<file path="config.mk">
export PLATFORM = sky130hd
export DESIGN_NAME = wdt_win
export DESIGN_NICKNAME = d
export VERILOG_FILES = /design/src/rtl/wdt_win_pkg.sv /design/src/rtl/wdt_win_limit.sv /design/src/rtl/wdt_win_gate.sv /design/src/rtl/wdt_win_core.sv /design/src/rtl/wdt_win.sv
export SDC_FILE = /design/constraint.sdc
export NUM_CORES = 1
export LEC_CHECK = 0
export ABC_AREA = 1
export BUFFER_PORTS_ARGS = -buffer_cell sky130_fd_sc_hd__buf_2
export CELL_PAD_IN_SITES_DETAIL_PLACEMENT = 0
export CELL_PAD_IN_SITES_GLOBAL_PLACEMENT = 1
export CORE_MARGIN = 2
export CORE_UTILIZATION = 41
export DETAILED_ROUTE_END_ITERATION = 6
export PLACE_DENSITY = 0.8
export SLEW_MARGIN = 20
export SYNTH_ARGS = -nofsm -noshare
export SYNTH_HDL_FRONTEND = slang
export SYNTH_SLANG_ARGS = --single-unit
export TNS_END_PERCENT = 5
</file>
<file path="constraint.sdc">
create_clock -name clk_i -period 3.4 [get_ports clk_i]
set_input_delay 0.68 -clock clk_i [delete_from_list [all_inputs] [get_ports clk_i]]
set_output_delay 0.68 -clock clk_i [all_outputs]
set_load 0.005 [all_outputs]
</file>
<file path="src/rtl/wdt_win_pkg.sv">
package wdt_win_pkg;
  localparam int unsigned SEL_W = 3;
  localparam int unsigned WIN_W = 2;
  localparam int unsigned DAT_W = 8;
  localparam logic [DAT_W-1:0] KICK_KEY = 8'hAC;
endpackage

</file>
<file path="src/rtl/wdt_win_limit.sv">
module wdt_win_limit
  import wdt_win_pkg::*;
#(
  parameter  int unsigned MIN_EXP = 10,
  localparam int unsigned NUM_SEL = 1 << SEL_W,
  localparam int unsigned LIM_W   = MIN_EXP + NUM_SEL
) (
  input  logic [SEL_W-1:0] period_sel_i,
  input  logic [WIN_W-1:0] window_sel_i,
  output logic [LIM_W-1:0] limit_o,
  output logic [LIM_W-1:0] open_from_o,
  output logic             cfg_bad_o
);
  logic [LIM_W-1:0] lim_tab [NUM_SEL];
  logic [LIM_W-1:0] quarter;

  for (genvar g = 0; g < NUM_SEL; g++) begin : g_lim
    assign lim_tab[g] = LIM_W'(1) << (MIN_EXP + g);
  end

  assign limit_o = lim_tab[period_sel_i];
  assign quarter = limit_o >> 2;

  // open region = last (w+1) quarters of the period
  always_comb begin
    unique case (window_sel_i)
      2'd0:    open_from_o = limit_o - quarter;
      2'd1:    open_from_o = limit_o >> 1;
      2'd2:    open_from_o = quarter;
      default: open_from_o = '0;
    endcase
  end

  assign cfg_bad_o = (period_sel_i == '0) && (window_sel_i == '0);
endmodule

</file>
<file path="src/rtl/wdt_win_gate.sv">
module wdt_win_gate (
  input  logic tick_i,
  input  logic keep_run_i,
  input  logic halt_i,
  input  logic stop_i,
  input  logic osc_stopped_i,
  output logic run_o
);
  logic sleeping;
  assign sleeping = halt_i | stop_i | osc_stopped_i;
  assign run_o    = tick_i & (keep_run_i | ~sleeping);
endmodule

</file>
<file path="src/rtl/wdt_win_core.sv">
module wdt_win_core
  import wdt_win_pkg::*;
#(
  parameter int unsigned LIM_W = 18
) (
  input  logic             clk_i,
  input  logic             rst_ni,
  input  logic             run_i,
  input  logic             wr_i,
  input  logic [DAT_W-1:0] wr_data_i,
  input  logic [LIM_W-1:0] limit_i,
  input  logic [LIM_W-1:0] open_from_i,
  output logic             rst_req_o,
  output logic             win_open_o
);
  logic [LIM_W-1:0] cnt_q;
  logic             key_ok;
  logic             at_end;

  assign win_open_o = cnt_q >= open_from_i;
  assign key_ok     = (wr_data_i == KICK_KEY) && win_open_o;
  assign at_end     = cnt_q >= (limit_i - LIM_W'(1));

  always_ff @(posedge clk_i or negedge rst_ni) begin
    if (!rst_ni) begin
      cnt_q     <= '0;
      rst_req_o <= 1'b0;
    end else if (wr_i) begin
      cnt_q     <= '0;
      rst_req_o <= ~key_ok;
    end else if (run_i && at_end) begin
      cnt_q     <= '0;
      rst_req_o <= 1'b1;
    end else begin
      if (run_i) cnt_q <= cnt_q + LIM_W'(1);
      rst_req_o <= 1'b0;
    end
  end

  p_in_range_r1: assert property (@(posedge clk_i) disable iff (!rst_ni)
    cnt_q < limit_i);

  p_overflow_r1: assert property (@(posedge clk_i) disable iff (!rst_ni)
    (run_i && !wr_i && cnt_q == limit_i - LIM_W'(1)) |=> rst_req_o);

  p_req_zero_r2: assert property (@(posedge clk_i) disable iff (!rst_ni)
    rst_req_o |-> cnt_q == '0);

  p_kick_clear_r3: assert property (@(posedge clk_i) disable iff (!rst_ni)
    (wr_i && wr_data_i == KICK_KEY && win_open_o) |=> (!rst_req_o && cnt_q == '0));

  p_closed_kick_r4: assert property (@(posedge clk_i) disable iff (!rst_ni)
    (wr_i && wr_data_i == KICK_KEY && !win_open_o) |=> rst_req_o);

  p_bad_key_r5: assert property (@(posedge clk_i) disable iff (!rst_ni)
    (wr_i && wr_data_i != KICK_KEY) |=> rst_req_o);

  p_hold_r7: assert property (@(posedge clk_i) disable iff (!rst_ni)
    (!run_i && !wr_i) |=> $stable(cnt_q));
endmodule

</file>
<file path="src/rtl/wdt_win.sv">
module wdt_win
  import wdt_win_pkg::*;
#(
  parameter int unsigned MIN_EXP = 10
) (
  input  logic             clk_i,
  input  logic             rst_ni,
  input  logic             tick_i,
  input  logic [SEL_W-1:0] period_sel_i,
  input  logic [WIN_W-1:0] window_sel_i,
  input  logic             keep_run_i,
  input  logic             halt_i,
  input  logic             stop_i,
  input  logic             osc_stopped_i,
  input  logic             wr_i,
  input  logic [DAT_W-1:0] wr_data_i,
  output logic             rst_req_o,
  output logic             win_open_o,
  output logic             cfg_bad_o
);
  localparam int unsigned LIM_W = MIN_EXP + (1 << SEL_W);

  logic [LIM_W-1:0] limit;
  logic [LIM_W-1:0] open_from;
  logic             run;

  wdt_win_limit #(.MIN_EXP(MIN_EXP)) u_limit (
    .period_sel_i(period_sel_i),
    .window_sel_i(window_sel_i),
    .limit_o     (limit),
    .open_from_o (open_from),
    .cfg_bad_o   (cfg_bad_o)
  );

  wdt_win_gate u_gate (
    .tick_i       (tick_i),
    .keep_run_i   (keep_run_i),
    .halt_i       (halt_i),
    .stop_i       (stop_i),
    .osc_stopped_i(osc_stopped_i),
    .run_o        (run)
  );

  wdt_win_core #(.LIM_W(LIM_W)) u_core (
    .clk_i      (clk_i),
    .rst_ni     (rst_ni),
    .run_i      (run),
    .wr_i       (wr_i),
    .wr_data_i  (wr_data_i),
    .limit_i    (limit),
    .open_from_i(open_from),
    .rst_req_o  (rst_req_o),
    .win_open_o (win_open_o)
  );

  // frozen under policy 0 -> no overflow can fire
  p_frozen_r8: assert property (@(posedge clk_i) disable iff (!rst_ni)
    (!keep_run_i && (halt_i || stop_i || osc_stopped_i) && !wr_i) |=> !rst_req_o);

  p_sleep_tick_r9: assert property (@(posedge clk_i) disable iff (!rst_ni)
    (keep_run_i && tick_i) |-> run);
endmodule

</file>
# Yosys cells after proc, flatten, opt, wreduce, memory -nomap -nowiden
# Memories as Yosys holds them, arrays and structs flattened.
# Cells that the tools add are included.
# Widths: inputs -> output; s select.
# classes
muxes	8
eq_ne	3
bitwise_logic	7
order_cmp	3
addsub	3
n_reduce_logical	6
# ops
op	n
$mux 18	5
$pmux 18 s3	1
$ge 18x18->1	2
$add 18x1->18 const B	1
$sub 18x1->18 const B	1
$sub 18x16->18	1
$eq 8x8->1 const B	1
$ge 4x4->1 const B	1
$not 3->4	1
$logic_and 1x1->1	3
$logic_not 3->1	1
$or 1x1->1	3
$reduce_bool 3->1	1
$eq 2x1->1 const B	1
$eq 2x2->1 const B	1
$logic_not 2->1	1
$mux 1	2
$not 1->1	2
$and 1x1->1	1
# word_totals
ff_bits	19
mem_count	1
in_bits	21
mem_bits_ro	144
word_cells	33
# memory_table
name	words	width	read_ports	rd_ports_with_merged_regs	wr	line	rtl
(no name shown)	8	18	1	0	0	wdt_win_limit.sv:21	assign limit_o = lim_tab[period_sel_i];

# Longest topological paths before layout
# Gate-level depths: netlist of the first run.
# logic_depth
ltp_word	10
depth_mapped	19
mapped_depth_nobuf	17

# Hierarchy
# Synthesis of the first run repeated with hierarchy kept, for this count alone.
# unflattened
cells_unflattened	521
area_unflattened_um2	3241.9
# by_module_without_submodules
module	area_per_inst_um2	cells_each	instances	seq_area_each_um2
wdt_win_core	2496.1	381	1	475.5
wdt_win_limit	718.2	134	1	0.0
wdt_win_gate	27.5	6	1	0.0

# Worst setup path after synthesis of the first run
# Ideal clock, no wire load.
# synth_path
path_type	input -> output
startpoint	in period_sel_i[2]
endpoint	out win_open_o
n_path_buf	1
stages	16
arrival_ps	2549
path_slack_ps	171
path_cell_list	buf_2 > nor2_1 > inv_1 > nor2_1 > inv_1 > ha_1 > nand2_1 > xor2_1 > nand3_1 > o311ai_0 > inv_1 > ha_1 > nand2_1 > nor3_1 > nand3_1 > nand3_1
# synth_via
elab_chain_len	7
# synth_lines
item	line	rtl
from (decl)	wdt_win.sv:9	input logic [SEL_W-1:0] period_sel_i,
$not 3->4 (not written as such) (*)	wdt_win_limit.sv:21	
$mem_v2 8x18 (*)	n/a	
$mux 18 (not written as such) (*) (2 in series)	wdt_win_limit.sv:21	
$sub 18x16->18	wdt_win_limit.sv:27	2'd0: open_from_o = limit_o - quarter;
$pmux 18 s3 (*)	wdt_win_limit.sv:26	unique case (window_sel_i)
$ge 18x18->1 (*)	wdt_win_core.sv:20	assign win_open_o = cnt_q >= open_from_i;
to (decl)	wdt_win.sv:18	output logic win_open_o,
# Every way passes the cells marked *; elsewhere a longest branch is shown, timed or not. The select of a mux whose other input is x is not followed.

# Worst setup path in the final report of the first run
# Ends and elaborated chain as after synthesis.

==> flow_metrics.env, run 1 <==
export IMPL_outcome="finished, final reports clean"
export IMPL_core_area_um2=4440
export IMPL_final_hold_viol_count=0
export IMPL_drv_cap=0
export IMPL_numCtsBuffers=3
export IMPL_reg2reg_from="u_core.cnt_q[15]"
export IMPL_hpwl_um=3910
export IMPL_fmax_mhz=303
export IMPL_netlist_area_leader_share=0.247
export IMPL_reg2regPathDepth=10
export IMPL_start_util=0.433
export IMPL_grt_pass1_vias=1824
export IMPL_busiest_layer="met2"
export IMPL_port_buffer_count=23
export IMPL_worstSetupPathType="in2out"
export IMPL_worstPathRequired_ns=2.72
export IMPL_vias=1937
export IMPL_grtUsageMet1=0.262
export IMPL_gp_congestion=0.906
export IMPL_dieArea_um2=5250
export IMPL_ir_drop_mv=0.163
export IMPL_h_tree_depth=1
export IMPL_wirelength_um=5010
export IMPL_power_leakage_nw=1.21
export IMPL_clk_pin_slew_ns=0.07
export IMPL_dr_first_iter_drc_count=48
export IMPL_ys_flop_type="dfrtp_1"
export IMPL_synth_edf_count=0
export IMPL_endpoint_kind="output port"
export IMPL_antennaDiodeCount=0
export IMPL_fin_cells=381
export IMPL_fp_dieH_um=72.5
export IMPL_cts_buffer_depth=2
export IMPL_drive_above_1_share=0.225
export IMPL_fillers=472
export IMPL_finalMaxSlewViolations=0
export IMPL_ant_nets=0
export IMPL_synth_area_per_cell_um2=6.63
export IMPL_grt_max_degree=20
export IMPL_globalRouteMet2Util=0.361
export IMPL_overflow=0
export IMPL_power_mw=0.538
export IMPL_synth_area_um2=1920
export IMPL_grt_pass1_wl_um=8380
export IMPL_grt_use_total=0.205
export IMPL_finalNetCount=372
export IMPL_yosysWarnings=0
export IMPL_yosys_top_cells_area="dfrtp_1, ha_1, nand2_1"
export IMPL_die_x_um=72.5
export IMPL_finalWorstSetupSlack_ns=0.104
export IMPL_place_ws_ns=-0.0163
export IMPL_core_rowCount=24
export IMPL_arrival_ns=2.62
export IMPL_dp_cells=374
export IMPL_grt_antenna_before_repair=0
export IMPL_first_pass_iters=4
export IMPL_whs_ns=0.349
export IMPL_io_pins=24
export IMPL_setup_viol=0
export IMPL_area_growth_pct=20.4
export IMPL_via_per_inst=5.08
export IMPL_holdBufCountCts=0
export IMPL_seq_area_frac_synth=0.247
export IMPL_fin_skew_ns=0.00168
export IMPL_worstPathMaxFanout=4
export IMPL_r2r_slack_ns=1.49
export IMPL_yosysTopAreaCell="dfrtp_1"
export IMPL_setup_tns_ns=0
export IMPL_cts_tree="done"
export IMPL_async_reset_ff_frac=1.00
export IMPL_critical_path_startpoint="period_sel_i[2]"
export IMPL_cts_root_buf="clkbuf_8"
export IMPL_min_period_ns=3.30
export IMPL_grt_use_met3=0.0125
export IMPL_ys_ff_latch=19
export IMPL_finalCritPeriodShare=0.970
export IMPL_critPathLaunchType="input pin"
export IMPL_drc=0
export IMPL_pwr_density_cell_nw_per_um2=233
export IMPL_insertion_delay_ns=0.26
export IMPL_postSynthCellCount=290
export IMPL_clkSinkCount=19
export IMPL_synth_lib_cells_used_distinct=31
export IMPL_wl_per_cell_um=13.2
export IMPL_hold_class="in2async"
==> metrics by stage <==
stage	instance area [um^2]	utilization
4_1_cts	2210	0.497
5_1_grt	2310	0.521
3_5_place_dp	2160	0.486
6_report	2310	0.521
3_3_place_gp	2160	0.486
2_1_floorplan	1930	-
==> cell usage after synthesis, types with 4 or more instances <==
cell     instances
ha_1            21
o21ai_2          4
xor2_1           5
o21ai_0         11
nand4_1          7
dfrtp_1         19
inv_1           42
a21oi_1         14
nor2_1          48
nand3_1         16
nand2_1         62
nor3_1           7
nand2_2          6
==> registers in the layout, summed over array words and instances (netlist names) <==
name              flops
u_core.cnt_q         18
u_core.rst_req_o      1
==> cell type report <==
type                            count  area (um^2)  area share
Inverter                           44          165      0.0714
Clock buffer                        4         45.0      0.0195
Sequential cell                    19          475       0.205
Timing Repair Buffer               37          224      0.0968
Tap cell                           52         65.1      0.0281
Multi-Input combinational cell    225         1340       0.579
==> power by group <==
group	switching (mW)	internal, mW
sequential	0.00275	0.230
combinational	0.0843	0.0568
clock	0.0814	0.0837
total	0.168	0.370
==> layout by cell type, fill, tap and decap left out, types with 4 or more instances in the layout <==
cell and count:
xor2_1 5, nor3_1 6, a21oi_1 13, inv_1 41, nor2_2 5, ha_1 19
nand4_1 7, dfrtp_1 19, o21ai_2 5, nand2_2 8, nand3_1 15, buf_2 23
o21ai_0 7, buf_4 13, nand2_1 59, nor2_1 45, nand3_2 4
==> final timing paths <==
check                                  endpoint
worst max-delay path                 win_open_o
worst min-delay path            u_core.cnt_q[3]
worst max register to register  u_core.cnt_q[8]
worst min register to register  u_core.cnt_q[8]
max in group asynchronous       u_core.cnt_q[6]
min in group clk_i              u_core.cnt_q[8]
==> kinds of logic after synthesis <==
kind of cell	after synthesis	share of synthesized area
xor gates and xnor gates	5	0.0228
DFF	19	0.247
adders and majority gates	21	0.137
and+or+nand+nor	157	0.366
other	1	0.00195
buffers and inverters	47	0.100
AOI/OAI and AO/OA	40	0.126
==> metal layers <==
| layer | up-vias | wire length (um) | share of wire |
|---|---|---|---|
| met3 | 11 | 116 | 0.023 |
| met2 | 33 | 2460 | 0.49 |
| met4 | 0 | 98 | 0.020 |
| met5 | - | 0 | 0 |
| li1 | 1025 | - | - |
| met1 | 868 | 2340 | 0.47 |
==> worst max-delay path: stages <==
cell and delay [ns]:
buf_2 0.11, nor2_1 0.11, inv_1 0.07, nor2_2 0.14, inv_2 0.07, buf_4 0.12, buf_4 0.14, o22ai_1 0.13
a21oi_1 0.09, ha_1 0.33, nand4_1 0.12, nor3_2 0.21, nand3_1 0.11, nand3_2 0.08, buf_2 0.11
==> what timing repair did <==
action | CTS | global route
pin swaps | 0 | 16
setup endpoints to repair | 1 | 1
buffers inserted | 0 | 3
resized for setup | 1 | 23
Power figures use the tool's default switching activity.
==> inputs of run 2 (changes only) <==
- RECOVER_POWER: not set -> 100
==> flow_metrics.env, run 2 (same netlist as run 1, synthesis figures left out) <==
export IMPL_setup_tns_ns=0
export IMPL_start_util=0.433
export IMPL_finalNetCount=372
export IMPL_finalWorstSetupSlack_ns=0.104
export IMPL_cp_slowest_cell="ha_1"
export IMPL_drv_cap=0
export IMPL_wl_per_cell_um=13.2
export IMPL_relSlewSlack=0.291
export IMPL_cts_buffer_depth=2
export IMPL_die_x_um=72.5
export IMPL_endpoint_kind="output port"
export IMPL_grt_use_total=0.205
export IMPL_outcome="finished, final reports clean"
export IMPL_overflow=0
export IMPL_ir_drop_mv=0.162
export IMPL_dr_first_iter_drc_count=48
export IMPL_grt_antenna_before_repair=0
export IMPL_placed_area_um2=2160
export IMPL_place_ws_ns=-0.0163
export IMPL_fin_cells=381
export IMPL_finalMaxSlewViolations=0
export IMPL_clk_pin_slew_ns=0.07
export IMPL_cts_tree="done"
export IMPL_crit_chain="buf_2 -> nor2_1 -> inv_1 -> nor2_2 -> inv_2 -> buf_4 -> buf_4 -> o22ai_1 -> a21oi_1 -> ha_1 -> nand4_1 -> nor3_2 -> nand3_1 -> nand3_2 -> buf_2"
export IMPL_gp_congestion=0.906
export IMPL_final_hold_viol_count=0
export IMPL_post_route_util=0.520
export IMPL_core_area_um2=4440
export IMPL_drive_above_1_share=0.219
export IMPL_clkSinkCount=19
export IMPL_arrival_ns=2.62
export IMPL_antennaDiodeCount=0
export IMPL_worstPathRequired_ns=2.72
export IMPL_grt_pass1_vias=1824
export IMPL_hold_class="in2async"
export IMPL_io_pins=24
export IMPL_design_area_um2=2310
export IMPL_grt_pass1_wl_um=8380
export IMPL_largest_register="u_core.cnt_q"
export IMPL_critPathLaunchType="input pin"
export IMPL_worstPathMaxFanout=4
export IMPL_via_per_inst=5.08
export IMPL_dp_cells=374
export IMPL_reg_top3="u_core.cnt_q (18), u_core.rst_req_o (1)"
export IMPL_grt_max_degree=20
export IMPL_cp_depth=15
export IMPL_whs_ns=0.580
export IMPL_setup_viol=0
export IMPL_wirelength_um=5020
export IMPL_layout_common_cells="nand2_1, nor2_1, inv_1"
export IMPL_power_leakage_nw=1.20
export IMPL_insertion_delay_ns=0.26
export IMPL_fillers=474
export IMPL_h_tree_depth=1
export IMPL_largest_reg_flops=18
export IMPL_fin_skew_ns=0.00168
export IMPL_r2r_slack_ns=1.49
export IMPL_port_buffer_count=23
export IMPL_ant_nets=0
export IMPL_first_pass_iters=4
export IMPL_reg2regPathDepth=10
export IMPL_holdBufCountCts=0
export IMPL_path_delay_family="simple AND/OR/NAND/NOR gates"
export IMPL_area_growth_pct=20.2
export IMPL_slowest_delay_ns=0.33
export IMPL_fp_dieH_um=72.5
export IMPL_vias=1937
export IMPL_finalCritPeriodShare=0.969
export IMPL_layout_commonest_cell="nand2_1"
export IMPL_worstSetupPathType="in2out"
export IMPL_cts_root_buf="clkbuf_8"
export IMPL_core_rowCount=24
export IMPL_pwr_density_cell_nw_per_um2=233
export IMPL_crit_buf_inv=6
export IMPL_drc=0
export IMPL_fmax_mhz=303
export IMPL_hpwl_um=3910
export IMPL_numCtsBuffers=3
export IMPL_dieArea_um2=5250
export IMPL_min_period_ns=3.30
export IMPL_tightest_slew_ns=1.06
export IMPL_power_mw=0.538
==> run 2: cell count changes in the layout (fill, tap and decap cells not counted) <==
cell and delta:
clkbuf_1 +2, buf_2 -2
==> run 2: what timing repair did <==
item,4_1_cts,5_1_grt
gates resized for setup,1,23
pin swaps,0,16
setup buffers,0,3
setup endpoints to repair,1,1
==> run 2: cell type report <==
type                    instances  area [um^2]  share of cell area
inverters                      44          165              0.0714
flip-flops and latches         19          475               0.206
well taps                      52         65.1              0.0281
clock buffers                   4         45.0              0.0195
multi-input cells             225         1340               0.580
repair buffers                 37          221              0.0958
==> run 2: worst paths after layout <==
check,startpoint,to
worst max-delay path,period_sel_i[2],win_open_o
worst min-delay path,rst_ni,u_core.cnt_q[3]
worst max register to register,u_core.cnt_q[15],u_core.cnt_q[8]
worst min register to register,u_core.cnt_q[8],u_core.cnt_q[8]
max in group asynchronous,rst_ni,u_core.cnt_q[6]
min in group clk_i,u_core.cnt_q[8],u_core.cnt_q[8]
==> run 2: power by group <==
part,internal [mW],switching (mW)
Sequential,0.230,0.00279
Clock,0.0837,0.0814
Combinational,0.0563,0.0843
Total,0.370,0.169
==> run 2: metal layers <==
metal  up-vias  wire length, um  global-route usage
li1       1025                -                   -
met1       868             2340               0.262
met2        33             2460               0.361
met3        11              116              0.0125
met4         0               98              0.0782
met5         -                0                   0
==> run 2: worst register-to-register path, stage by stage (launching register included) <==
cell and delay, ns:
dfrtp_1 0.48, ha_1 0.34, nand2_1 0.05, nor2_1 0.17
and2_1 0.17, nand2_1 0.06, nand3_2 0.06, nand2_2 0.14
buf_4 0.22, nand2_1 0.07, nor2_1 0.04
